`config.mk`:
```
export PLATFORM = sky130hd
export DESIGN_NAME = tmr8_unit
export DESIGN_NICKNAME = d
export VERILOG_FILES = /design/src/rtl/tmr8_pkg.sv /design/src/rtl/tmr8_counter.sv /design/src/rtl/tmr8_compare.sv /design/src/rtl/tmr8_unit.sv
export SDC_FILE = /design/constraint.sdc
export NUM_CORES = 1
export LEC_CHECK = 0
export BUFFER_PORTS_ARGS = -buffer_cell sky130_fd_sc_hd__buf_2
export CELL_PAD_IN_SITES_DETAIL_PLACEMENT = 1
export CELL_PAD_IN_SITES_GLOBAL_PLACEMENT = 2
export CORE_ASPECT_RATIO = 1.1
export CORE_MARGIN = 2
export CORE_UTILIZATION = 23
export DETAILED_ROUTE_END_ITERATION = 7
export PLACE_DENSITY = 0.69
export SLEW_MARGIN = 15
export SYNTH_ARGS = -nofsm -noshare
export SYNTH_HDL_FRONTEND = slang
export SYNTH_SLANG_ARGS = --single-unit
```
`constraint.sdc`:
```
create_clock -name clk -period 1.8 [get_ports clk]
set_input_delay 0.36 -clock clk [delete_from_list [all_inputs] [get_ports clk]]
set_output_delay 0.36 -clock clk [all_outputs]
set_load 0.03 [all_outputs]
```
`src/rtl/tmr8_pkg.sv`:
```
package tmr8_pkg;
  typedef enum logic [1:0] {
    MODE_FREE  = 2'd0,
    MODE_PHASE = 2'd1,
    MODE_CLR   = 2'd2,
    MODE_FAST  = 2'd3
  } tmr_mode_e;

  localparam int ADDR_W = 2;
  localparam logic [ADDR_W-1:0] ADR_CTRL = 2'd0;
  localparam logic [ADDR_W-1:0] ADR_CNT  = 2'd1;
  localparam logic [ADDR_W-1:0] ADR_CMP  = 2'd2;
  localparam logic [ADDR_W-1:0] ADR_FLAG = 2'd3;
endpackage

```
`src/rtl/tmr8_counter.sv`:
```
module tmr8_counter
  import tmr8_pkg::*;
#(
  parameter int W = 8
) (
  input  logic         clk,
  input  logic         rst,
  input  logic         tick,
  input  tmr_mode_e    mode,
  input  logic         wr_en,
  input  logic [W-1:0] wr_val,
  input  logic [W-1:0] ocr_act,
  output logic [W-1:0] cnt,
  output logic         dir_down,
  output logic         blocked,
  output logic         ovf_evt
);
  localparam logic [W-1:0] MAXV = {W{1'b1}};
  localparam logic [W-1:0] ONE  = {{(W-1){1'b0}}, 1'b1};
  localparam logic [W-1:0] ZERO = '0;

  logic step;
  assign step = tick && !wr_en;

  always_comb begin
    ovf_evt = 1'b0;
    if (step) begin
      if (mode == MODE_PHASE) ovf_evt = dir_down && (cnt == ONE);
      else                    ovf_evt = (cnt == MAXV);
    end
  end

  always_ff @(posedge clk) begin
    if (rst) begin
      cnt      <= ZERO;
      dir_down <= 1'b0;
      blocked  <= 1'b0;
    end else begin
      if (mode != MODE_PHASE) dir_down <= 1'b0;
      if (wr_en) begin
        cnt     <= wr_val;
        blocked <= 1'b1;
      end else if (tick) begin
        blocked <= 1'b0;
        case (mode)
          MODE_CLR: cnt <= (cnt == ocr_act) ? ZERO : cnt + ONE;
          MODE_PHASE: begin
            if (!dir_down) begin
              if (cnt == MAXV) begin
                dir_down <= 1'b1;
                cnt      <= MAXV - ONE;
              end else begin
                cnt <= cnt + ONE;
              end
            end else begin
              if (cnt == ZERO) begin
                dir_down <= 1'b0;
                cnt      <= ONE;
              end else begin
                cnt <= cnt - ONE;
              end
            end
          end
          default: cnt <= cnt + ONE;
        endcase
      end
    end
  end

  assert_hold_R2: assert property (@(posedge clk) disable iff (rst)
    (!tick && !wr_en) |=> $stable(cnt));

  assert_ctc_clear_R6: assert property (@(posedge clk) disable iff (rst)
    (step && mode == MODE_CLR && cnt == ocr_act) |=> (cnt == ZERO));

  assert_phase_turn_R10: assert property (@(posedge clk) disable iff (rst)
    (step && mode == MODE_PHASE && !dir_down && cnt == MAXV) |=> (cnt == MAXV - ONE && dir_down));
endmodule

```
`src/rtl/tmr8_compare.sv`:
```
module tmr8_compare
  import tmr8_pkg::*;
#(
  parameter int W = 8
) (
  input  logic         clk,
  input  logic         rst,
  input  tmr_mode_e    mode,
  input  logic         tick,
  input  logic         cnt_wr,
  input  logic         buf_wr,
  input  logic [W-1:0] buf_val,
  input  logic [W-1:0] cnt,
  input  logic         dir_down,
  input  logic         blocked,
  output logic [W-1:0] ocr_buf,
  output logic [W-1:0] ocr_act,
  output logic         match_evt,
  output logic         wave
);
  localparam logic [W-1:0] MAXV = {W{1'b1}};

  logic pwm_mode, step, at_max, load_top, roll;

  assign pwm_mode  = (mode == MODE_FAST) || (mode == MODE_PHASE);
  assign step      = tick && !cnt_wr;
  assign at_max    = (cnt == MAXV);
  assign match_evt = step && !blocked && (cnt == ocr_act);
  assign load_top  = step && at_max &&
                     ((mode == MODE_FAST) || (mode == MODE_PHASE && !dir_down));
  assign roll      = step && at_max && (mode == MODE_FAST);

  always_ff @(posedge clk) begin
    if (rst) begin
      ocr_buf <= '0;
      ocr_act <= '0;
    end else begin
      if (buf_wr) ocr_buf <= buf_val;
      if (!pwm_mode) begin
        if (buf_wr) ocr_act <= buf_val;
      end else if (load_top) begin
        ocr_act <= ocr_buf;
      end
    end
  end

  always_ff @(posedge clk) begin
    if (rst) begin
      wave <= 1'b0;
    end else begin
      case (mode)
        MODE_FAST: begin
          if (roll)           wave <= 1'b1;
          else if (match_evt) wave <= 1'b0;
        end
        MODE_PHASE: if (match_evt) wave <= dir_down;
        default:    if (match_evt) wave <= !wave;
      endcase
    end
  end

  assert_hold_active_R7: assert property (@(posedge clk) disable iff (rst)
    (pwm_mode && !load_top) |=> $stable(ocr_act));

  assert_write_block_R9: assert property (@(posedge clk) disable iff (rst)
    (!$past(rst) && $past(cnt_wr) && !cnt_wr) |-> !match_evt);

  assert_fast_roll_R8: assert property (@(posedge clk) disable iff (rst)
    roll |=> wave);
endmodule

```
`src/rtl/tmr8_unit.sv`:
```
module tmr8_unit
  import tmr8_pkg::*;
#(
  parameter int W = 8
) (
  input  logic                clk,
  input  logic                rst,
  input  logic                presc_tick,
  input  logic                ext_tick,
  input  logic                bus_we,
  input  logic                bus_re,
  input  logic [ADDR_W-1:0]   bus_addr,
  input  logic [W-1:0]        bus_wdata,
  output logic [W-1:0]        bus_rdata,
  output logic                bus_rvalid,
  output logic                wave_out,
  output logic                match_irq,
  output logic                ovf_irq
);
  localparam int CTRL_BITS = 4;

  tmr_mode_e     mode_q;
  logic          run_q, ext_q;
  logic          tick;
  logic          cnt_wr, cmp_wr, flag_wr;
  logic [W-1:0]  cnt, ocr_buf, ocr_act;
  logic          dir_down, blocked, ovf_evt, match_evt, wave;

  assign tick    = run_q && (ext_q ? ext_tick : presc_tick);
  assign cnt_wr  = bus_we && (bus_addr == ADR_CNT);
  assign cmp_wr  = bus_we && (bus_addr == ADR_CMP);
  assign flag_wr = bus_we && (bus_addr == ADR_FLAG);

  always_ff @(posedge clk) begin
    if (rst) begin
      mode_q <= MODE_FREE;
      run_q  <= 1'b0;
      ext_q  <= 1'b0;
    end else if (bus_we && bus_addr == ADR_CTRL) begin
      mode_q <= tmr_mode_e'(bus_wdata[1:0]);
      run_q  <= bus_wdata[2];
      ext_q  <= bus_wdata[3];
    end
  end

  tmr8_counter #(.W(W)) u_cnt (
    .clk      (clk),
    .rst      (rst),
    .tick     (tick),
    .mode     (mode_q),
    .wr_en    (cnt_wr),
    .wr_val   (bus_wdata),
    .ocr_act  (ocr_act),
    .cnt      (cnt),
    .dir_down (dir_down),
    .blocked  (blocked),
    .ovf_evt  (ovf_evt)
  );

  tmr8_compare #(.W(W)) u_cmp (
    .clk       (clk),
    .rst       (rst),
    .mode      (mode_q),
    .tick      (tick),
    .cnt_wr    (cnt_wr),
    .buf_wr    (cmp_wr),
    .buf_val   (bus_wdata),
    .cnt       (cnt),
    .dir_down  (dir_down),
    .blocked   (blocked),
    .ocr_buf   (ocr_buf),
    .ocr_act   (ocr_act),
    .match_evt (match_evt),
    .wave      (wave)
  );

  always_ff @(posedge clk) begin
    if (rst) begin
      match_irq <= 1'b0;
      ovf_irq   <= 1'b0;
    end else begin
      if (match_evt)                    match_irq <= 1'b1;
      else if (flag_wr && bus_wdata[0]) match_irq <= 1'b0;
      if (ovf_evt)                      ovf_irq   <= 1'b1;
      else if (flag_wr && bus_wdata[1]) ovf_irq   <= 1'b0;
    end
  end

  assign wave_out = wave;

  always_ff @(posedge clk) begin
    if (rst) begin
      bus_rdata  <= '0;
      bus_rvalid <= 1'b0;
    end else begin
      bus_rvalid <= bus_re;
      if (bus_re) begin
        case (bus_addr)
          ADR_CTRL: bus_rdata <= {{(W-CTRL_BITS){1'b0}}, ext_q, run_q, mode_q};
          ADR_CNT:  bus_rdata <= cnt;
          ADR_CMP:  bus_rdata <= ocr_buf;
          default:  bus_rdata <= {{(W-2){1'b0}}, ovf_irq, match_irq};
        endcase
      end
    end
  end

  assert_match_sticky_R5: assert property (@(posedge clk) disable iff (rst)
    (match_irq && !(flag_wr && bus_wdata[0])) |=> match_irq);

  assert_ovf_sticky_R4: assert property (@(posedge clk) disable iff (rst)
    (ovf_irq && !(flag_wr && bus_wdata[1])) |=> ovf_irq);
endmodule

```
==> impl_metrics.py <==
metrics = {
    "synthesis": {
        "netlist_area_um2": 2590,
        "synth.distinct_cells": 55,
        "synth_fp_nets": 347,
        "syn_avg_cell_area_um2": 8.01,
        "synth_seq_area_share": 0.324,
        "yosys_register_bits": 42,
        "synth_edf_count": 0,
        "async_flop_share": 0,
        "synthesis.instances": 324,
        "synth-main-ff-cell": "dfxtp_1",
        "yosys_warnings": 0,
    },
    "critical_path": {
        "arrival_ns": 1.97,
        "crit_required_ns": 1.97,
        "end_kind": "flop",
        "critical_path.reg2reg.startpoint": "u_cnt.cnt[5]",
        "cp_cell_sequence": "xor2_1, nor4_2, a21boi_2, o31a_1, o41a_1",
        "cp_slowest_stage_delay_ns": 0.37,
        "rrSetupSlack_ns": 0.0003,
        "startpoint_type": "flop",
        "critPathKind": "reg -> reg",
        "crit_slowest_cell": "dfxtp_4",
        "ff2ff_path_depth": 5,
        "path_max_fanout": 5,
        "r2r_end": "u_cnt.cnt[7]",
    },
    "placed_design": {
        "placed_area_um2": 3130,
        "gp_congestion": 0.830,
        "dp.cells": 515,
        "dp_hpwl_um": 7060,
        "numPortBuffers": 27,
    },
    "power": {
        "power.internal_uw": 1850,
        "power_uw": 2580,
        "p_leak_uw": 0.00136,
        "comb_power_share": 0.198,
        "swShare": 0.283,
        "ir_worst_vdd_mv": 0.334,
        "power_density_nw_per_um2": 745,
        "p_clk_frac": 0.410,
        "p_seq_frac": 0.392,
        "switching_power_uw": 730,
    },
    "die": {
        "dieHeight_um": 115,
        "fp.dieW_um": 105,
        "core_area_um2": 11000,
        "rows": 40,
        "fp.dieArea_um2": 12100,
        "start_util": 0.237,
        "io_pins": 28,
    },
    "drt": {
        "wirelength_um": 9570,
        "final_antenna_net_count": 0,
        "drt-wirelength-per-cell_um": 18.2,
        "dr_total_vias": 2628,
        "vias_per_cell": 5.00,
        "drtIter0Drc": 158,
        "firstDrtPassIters": 4,
        "post-route-drc-count": 0,
    },
    "global_routing": {
        "grt_pass1_vias": 2722,
        "grt_usage": 0.159,
        "antenna_found_initial": 0,
        "overflow": 0,
        "grt_pass1_wl_um": 15000,
        "grt_max_degree": 26,
    },
    "sta": {
        "period_needed_ns": 1.80,
        "period_share": 1.00,
        "holdWs_ns": 0.354,
        "slew_headroom": 0.663,
        "fmax_mhz": 556,
        "setup_violations": 0,
        "rsz0062_at_grt": "yes",
        "hold_viol_final": 0,
        "worst_slew_pin_slew_ns": 0.506,
        "fin_skew_ns": 0.00463,
        "drv_slew": 0,
    },
    "clocking": {
        "cts_hold_buf": 0,
        "clk_path_buf_depth": 2,
        "clock_latency_ns": 0.29,
        "clock_sinks": 42,
        "clock-root-buffer": "clkbuf_16",
        "htreeDepth": 2,
        "cts_inserted_buffers": 5,
        "clkSlewWorstSetupHoldPaths_ns": 0.07,
        "cts_tree": "done",
    },
    "cells_and_area": {
        "finalNonFillerCells": 526,
        "fin_area_um2": 3470,
        "layout-drive-gt1-share": 0.322,
        "n_fill_cell": 1290,
        "multi_input_area_um2": 1710,
        "final_common_cell": "buf_4",
        "syn_to_final_growth_pct": 33.6,
        "finalNetCount": 401,
        "final_cell_mix": "buf_4 (42), nor2_1 (41), nand2_1 (40), dfxtp_1 (33), buf_2 (27)",
        "seq_area_um2": 857,
        "n_antenna_cell": 0,
    },
    "min_path": {
        "hold_depth": 3,
        "min_path_type": "in -> reg",
        "whs_endpoint": "u_cmp.ocr_buf[7]",
        "min_from": "bus_wdata[7]",
    },
    "run": {
        "cap_violations": 0,
    },
    "status": {
        "outcome": "complete, no violations",
    },
}
flip-flops by register name, indices dropped and copies added, names as in the netlist, 2 cells and up:
signal and flops:
bus_rdata 8, u_cmp.ocr_buf 8, u_cnt.cnt 8, mode_q 2, u_cmp.ocr_act 8
cells in the mapped netlist (2+ instances only):
library cell	number	area, um2
dfxtp_1	42	841
nand2b_1	3	18.8
a311oi_1	8	70.1
nand3_1	16	80.1
ha_1	7	87.6
a21oi_1	22	110
nand4_1	4	25.0
mux2i_1	5	50.1
o31ai_1	7	52.6
mux4_2	2	45.0
mux2_2	2	22.5
nor2_1	42	158
inv_1	6	22.5
nor3_1	4	20.0
xnor2_1	6	52.6
and3_1	4	25.0
buf_6	3	33.8
buf_2	6	30.0
xor2_1	11	96.3
a22oi_1	5	37.5
nor4_2	3	37.5
clkbuf_1	14	52.6
nor2b_1	5	31.3
and2_1	2	12.5
nand2_2	2	12.5
a31o_2	2	17.5
o311ai_0	2	17.5
a31oi_1	5	31.3
a211oi_1	11	82.6
o21ai_0	9	45.0
nand2_1	40	150
worst max path at each step:
stage	depth (start not counted)	end	startpoint	slack (ns)
after floorplan	8	u_cmp.ocr_act[5]	mode_q[1]	0.00008
after global placement	5	u_cnt.cnt[6]	ext_tick	-0.02
after detailed placement	5	u_cnt.cnt[7]	u_cnt.cnt[3]	-0.06
after CTS	6	u_cnt.cnt[7]	u_cnt.cnt[1]	-0.02
after global routing	5	u_cnt.cnt[7]	u_cnt.cnt[5]	-0.08
final	5	u_cnt.cnt[7]	u_cnt.cnt[5]	0.0003
per-layer routing:
metal  vias up  share of wire  global-route usage
met1      1310           0.45               0.198
li1       1272              -                   -
met3        11          0.022              0.0198
met5         -              0                   0
met2        35           0.51               0.281
met4         0          0.017              0.0613
final cells by class:
class                   instances  area share
clock inverters                 2      0.0108
repair buffers                 73       0.152
flip-flops and latches         42       0.247
well taps                     147      0.0531
inverters                       6     0.00650
multi-input cells             250       0.493
clock buffers                   6      0.0372
kinds of logic after synthesis:
family / after synthesis / synth area share
xor+xnor: 17 / 0.0574
flops: 42 / 0.324
simple gates: 132 / 0.246
compound gates: 85 / 0.234
mux: 9 / 0.0453
fa+ha+maj: 7 / 0.0338
buf+inv: 32 / 0.0598
stage by stage:
stage	utilization	TNS [ns]	setup WS, ns
after floorplan	-	0	0.0000810
after global placement	0.285	-0.0377	-0.0188
after detailed placement	0.285	-0.204	-0.0620
after CTS	0.301	-0.0505	-0.0173
after global routing	0.316	-0.237	-0.0789
final	0.316	0	0.000345
timing repair:
item / in CTS / in global routing
cloned: 0 / 1
setup buffers: 0 / 2
gates resized for setup: 6 / 32
pin swaps: 0 / 7
setup endpoints to repair: 13 / 18
power groups by stage:
| stage | logic [uW] | registers, uW | clock network, uW |
|---|---|---|---|
| 6_report | 510 | 1010 | 1060 |
| 5_1_grt | 558 | 1020 | 1130 |
| 4_1_cts | 470 | 1010 | 1090 |
| 3_5_place_dp | 466 | 1030 | 0 |
| 3_3_place_gp | 459 | 1030 | 0 |
| 2_1_floorplan | 280 | 1030 | 0 |
worst max-delay path, delay by kind of cell (launching register included):
family,cells,cell delay (ns)
and+or+nand+nor,1,0.37
xor gates and xnor gates,1,0.18
DFF,1,0.37
AOI/OAI and AO/OA,3,0.76
No activity file was read; power rests on OpenSTA's default activity.
